`src/rtl/pi_step_tracker.sv`:
```
module pi_step_tracker #(
  parameter int ERR_W  = 12,
  parameter int GAIN_W = 16,
  parameter int PH_W   = 16,
  parameter int FRAC   = 8,
  parameter int DAC_W  = 8
) (
  input  logic                     clk,
  input  logic                     rst_n,
  input  logic                     enable,
  input  logic                     smp_valid,
  input  logic signed [ERR_W-1:0]  smp_err,
  input  logic signed [GAIN_W-1:0] kp,
  input  logic signed [GAIN_W-1:0] ki,
  input  logic [PH_W-1:0]          period_steps,
  output logic                     step_up,
  output logic                     step_dn,
  output logic [PH_W-1:0]          phase,
  output logic [DAC_W-1:0]         dac_out,
  output logic                     busy
);

  localparam int CE_W  = PH_W + 2;
  localparam int SUM_W = GAIN_W + CE_W + 2;
  localparam logic signed [SUM_W-1:0] LIM = SUM_W'((64'sd1 <<< (PH_W-1)) - 64'sd1);

  logic signed [PH_W-1:0]  pend;
  logic signed [CE_W-1:0]  c_plus_e;
  logic signed [SUM_W-1:0] p_term, i_term, sum_t, want, diff;
  logic signed [PH_W-1:0]  clamped;
  logic [PH_W-1:0]         ph_inc, ph_dec;
  logic                    take, pulse_ok;

  assign c_plus_e = $signed({2'b00, phase}) + CE_W'(smp_err);
  assign p_term   = SUM_W'(kp) * SUM_W'(smp_err);
  assign i_term   = SUM_W'(ki) * SUM_W'(c_plus_e);
  assign sum_t    = p_term + i_term;
  assign want     = sum_t >>> FRAC;
  assign diff     = want - $signed({{(SUM_W-PH_W){1'b0}}, phase});

  always_comb begin
    if (diff > LIM)       clamped = PH_W'(LIM);
    else if (diff < -LIM) clamped = PH_W'(-LIM);
    else                  clamped = PH_W'(diff);
  end

  assign ph_inc   = (phase >= period_steps - 1'b1) ? '0 : phase + 1'b1;
  assign ph_dec   = (phase == '0) ? period_steps - 1'b1 : phase - 1'b1;
  assign take     = enable && smp_valid;
  assign pulse_ok = enable && !smp_valid && (pend != '0) && !step_up && !step_dn;

  always_ff @(posedge clk) begin
    if (!rst_n) begin
      pend    <= '0;
      phase   <= '0;
      step_up <= 1'b0;
      step_dn <= 1'b0;
    end else begin
      step_up <= 1'b0;
      step_dn <= 1'b0;
      if (!enable) begin
        pend <= '0;
      end else if (take) begin
        pend <= clamped;
      end else if (pulse_ok) begin
        if (pend > 0) begin
          step_up <= 1'b1;
          phase   <= ph_inc;
          pend    <= pend - PH_W'(1);
        end else begin
          step_dn <= 1'b1;
          phase   <= ph_dec;
          pend    <= pend + PH_W'(1);
        end
      end
    end
  end

  assign busy    = (pend != '0);
  assign dac_out = phase[DAC_W-1:0];

  a_r4_exclusive: assert property (@(posedge clk) disable iff (!rst_n)
    !(step_up && step_dn));

  a_r5_gap: assert property (@(posedge clk) disable iff (!rst_n)
    (step_up || step_dn) |=> !(step_up || step_dn));

  a_r6_up_moves: assert property (@(posedge clk) disable iff (!rst_n)
    (step_up && phase != '0) |-> (phase == $past(phase) + 1'b1));

  a_r6_dn_moves: assert property (@(posedge clk) disable iff (!rst_n)
    (step_dn && $past(phase) != '0) |-> (phase == $past(phase) - 1'b1));

  a_r9_disabled_holds: assert property (@(posedge clk) disable iff (!rst_n)
    !enable |=> ($stable(phase) && !step_up && !step_dn && !busy));

  a_r3_idle_quiet: assert property (@(posedge clk) disable iff (!rst_n)
    !busy |=> !(step_up || step_dn));

  a_r8_no_pulse_on_take: assert property (@(posedge clk) disable iff (!rst_n)
    (enable && smp_valid) |=> !(step_up || step_dn));

endmodule

```
`config.mk`:
```
export PLATFORM = sky130hd
export DESIGN_NAME = pi_step_tracker
export DESIGN_NICKNAME = d
export VERILOG_FILES = /design/src/rtl/pi_step_tracker.sv
export SDC_FILE = /design/constraint.sdc
export NUM_CORES = 2
export LEC_CHECK = 0
export BUFFER_PORTS_ARGS = -buffer_cell sky130_fd_sc_hd__buf_2
export CORE_MARGIN = 2
export CORE_UTILIZATION = 47
export CTS_CLUSTER_DIAMETER = 40
export DETAILED_ROUTE_END_ITERATION = 10
export GPL_ROUTABILITY_DRIVEN = 0
export MAX_ROUTING_LAYER = met4
export PLACE_DENSITY = 0.61
export SYNTH_ARGS = -nofsm -noshare
export SYNTH_HDL_FRONTEND = slang
export SYNTH_SLANG_ARGS = --single-unit
```
`constraint.sdc`:
```
create_clock -name clk -period 25.7 [get_ports clk]
set_input_delay 1.285 -clock clk [delete_from_list [all_inputs] [get_ports clk]]
set_output_delay 1.285 -clock clk [all_outputs]
set_load 0.005 [all_outputs]
```
==> run summary <==
==================================================================================================
Depth of the worst hold-timing path .................................................            1
Remaining max-slew budget at the tightest pin .......................................        27.2%
DRC .................................................................................            0
Number of hold buffers added after CTS ..............................................            0
Worst setup EP type .................................................................         flop
Nature of the critical path startpoint ..............................................    input pin
Most Crowded Layer GR ...............................................................         met2
Length in cells of the worst reg-to-reg path ........................................           44
Number of buffers inserted by post-CTS setup repair .................................            0
Leading cell types by count after synthesis ......................................... sky130_fd_sc_hd__inv_1 (556), sky130_fd_sc_hd__fa_1 (542), sky130_fd_sc_hd__nand2_1 (344)
Area Growth Syn to Fin ..............................................................        4.13%
Clock transition time at the flip-flop clock pins of the worst setup and hold paths .        60 ps
Transition time at the pin with the least slew margin ...............................      1090 ps
Cell area after layout ..............................................................  25500 sq um
Starting density of the core ........................................................        47.6%
Delay of the slowest critical-path stage ............................................       600 ps
Final cycle utilization of the critical path ........................................        56.2%
Status .............................................................................. complete, no violations
Cell repeated most along the worst path ............................................. sky130_fd_sc_hd__fa_1
Average size of a mapped cell .......................................................   8.68 sq um
Data required time of the critical path .............................................     25910 ps
TritonCTS buffer count ..............................................................            5
Maximum number of pins on one net before global-route repair ........................           44
Share of the synthesized area in the top cell type ..................................        44.4%
Std-Cell Core Area ..................................................................  51400 sq um
Synth async-reset ratio .............................................................           0%
Mean number of vias per cell ........................................................         5.65
Synthesized net count ...............................................................         3616
Area after DPL ......................................................................  25300 sq um
Kind of critical path ...............................................................    in -> reg
ANT nets after route ................................................................            0
Initial antenna violation count .....................................................            0
Most frequent cell after synthesis .................................................. sky130_fd_sc_hd__inv_1
Root buffer cell .................................................................... sky130_fd_sc_hd__clkbuf_16
Global-route wire length before repair ..............................................       112 mm
Vias post-DR ........................................................................        19633
Max frequency .......................................................................     69.2 MHz
Total overflow reported by the global router ........................................            0
RSZ-0062 raised after global routing ................................................        false
Crit-path max FO ....................................................................           17
Setup violators final ...............................................................            0
Global routing met3 resource utilization ............................................        1.82%
Yosys warnings ......................................................................            0
Final wirelength ....................................................................      68.2 mm
Total negative slack ................................................................         0 ps
Worst-skew pair later-pin latency ...................................................       290 ps
Post-synthesis sequential area ratio ................................................        2.78%
Data arrival, critical path .........................................................     14650 ps
# diodes ............................................................................            0
H-tree depth reported by CTS ........................................................            2
Die span in y .......................................................................       232 um
CP max-delay cell ................................................................... sky130_fd_sc_hd__o32ai_1
Top cells by area in the synthesized netlist ........................................ sky130_fd_sc_hd__fa_1 (44%), sky130_fd_sc_hd__ha_1 (9.8%), sky130_fd_sc_hd__inv_1 (8.5%), sky130_fd_sc_hd__nand2_1 (5.3%), sky130_fd_sc_hd__and2_1 (3.8%)
Cell Count, Final, Fillers Out ......................................................         3475
Largest clock skew in the final design ..............................................      6.32 ps
Detailed placer's ending HPWL .......................................................      57.2 mm
Number of synthesized flops with an enable pin ......................................            0
Number of global-route vias before repair ...........................................        21015
Post-placement cell count ...........................................................         3467
Leading area contributor after synthesis ............................................ sky130_fd_sc_hd__fa_1
DRT iter0 DRCs ......................................................................         1364
GR Util All Layers ..................................................................        27.2%
Min Clock Period, post-route ........................................................     14440 ps
Max Cap Viol ........................................................................            0
Count of input and output buffers ...................................................           90
DRT Pass-1 Iters ....................................................................            6
Routed wire length per instance .....................................................      19.6 um
Clock tree from TritonCTS ...........................................................         done
Number of sinks handled by clock tree synthesis .....................................           34
Synthesized area ....................................................................  24500 sq um
Count of pins over their slew limit .................................................            0
IO Count ............................................................................           91
X dimension of the die ..............................................................       232 um
Path type of the worst min-delay path ...............................................   reg -> reg
Post-synth top flop ................................................................. sky130_fd_sc_hd__dfxtp_1
Cell count after synthesis ..........................................................         2819
Layout cell share with drive strength beyond 1 ......................................        5.51%
Met2 demand-to-capacity share in global routing .....................................        44.7%
Number of nets in the layout ........................................................         3591
Placement Rows ......................................................................           83
Number of storage elements in the synthesis netlist .................................           34
Final Hold Viols ....................................................................            0
Number of gates resized after CTS ...................................................            0
DIE AREA ............................................................................  53900 sq um
Buffers from clock root to sink, at most ............................................            2
Post-synth cell types ...............................................................           88
Met1 Use GR .........................................................................        36.6%
==================================================================================================
## flip-flops by register name (all words and copies together) (netlist names)
register,count
step_up,1
step_dn,1
pend,16
phase,16
## cell usage in the layout (no fill, tap or decap), types with 26 or more instances in the layout
cell,count
sky130_fd_sc_hd__xnor2_1,66
sky130_fd_sc_hd__nand2b_1,41
sky130_fd_sc_hd__dfxtp_1,34
sky130_fd_sc_hd__buf_2,90
sky130_fd_sc_hd__nor2_1,115
sky130_fd_sc_hd__nor4_1,29
sky130_fd_sc_hd__a21o_1,26
sky130_fd_sc_hd__o21ai_0,55
sky130_fd_sc_hd__and2_1,150
sky130_fd_sc_hd__nand3_1,66
sky130_fd_sc_hd__nand2_1,344
sky130_fd_sc_hd__a211oi_1,27
sky130_fd_sc_hd__inv_1,556
sky130_fd_sc_hd__ha_1,191
sky130_fd_sc_hd__nor3_1,47
sky130_fd_sc_hd__fa_1,542
sky130_fd_sc_hd__a21oi_1,84
## per-stage QoR
stage               setup WS, ps  hold slack (ps)  utilization [%]
floorplan                  12550              458                -
global placement           11410              544             49.2
detailed placement         11190              551             49.2
CTS                        11450              552             49.6
global route               10380              557             49.6
finish                     11260              547             49.6
## kinds of logic after synthesis
family,share of synthesized area (%)
and+or+nand+nor,17.9
adders and majority gates,54.1
buffers and inverters,11.0
AOI/OAI and AO/OA,10.6
xor gates and xnor gates,3.29
DFF,2.78
muxes,0.378
## path summary, 6_finish.rpt
path	startpoint	to	slack [ps]
worst min register to register	pend[15]	step_up	550
worst max-delay path	smp_err[0]	pend[8]	11260
worst min-delay path	pend[15]	step_up	550
worst max register to register	phase[1]	pend[8]	11780
## worst max-delay path: cells and delay by family
| family | cells | cell delay, ps |
|---|---|---|
| compound gates | 16 | 4290 |
| xor+xnor | 1 | 70 |
| fa+ha+maj | 12 | 5440 |
| buf+inv | 6 | 730 |
| mux | 1 | 160 |
| simple gates | 10 | 2620 |
## per-layer routing
metal	part of all wire (%)	routed length, um	vias to the layer above
met5	0	0	-
met4	3.1	2120	0
met3	4.7	3200	113
met2	49	33600	615
met1	43	29300	10093
li1	-	-	8812
## area by class of cell
| cell class | instances | area, sq um |
|---|---|---|
| tap | 680 | 851 |
| sequential | 34 | 681 |
| clock buffer | 5 | 125 |
| inverter | 556 | 2090 |
| fill | 4990 | 25900 |
| clock inverter | 3 | 45.0 |
| multi-input combinational | 2090 | 21100 |
| timing repair buffer | 107 | 578 |
Power is not shown: default switching activity piles up to over one toggle a cycle in this logic, so the estimate is an artifact.
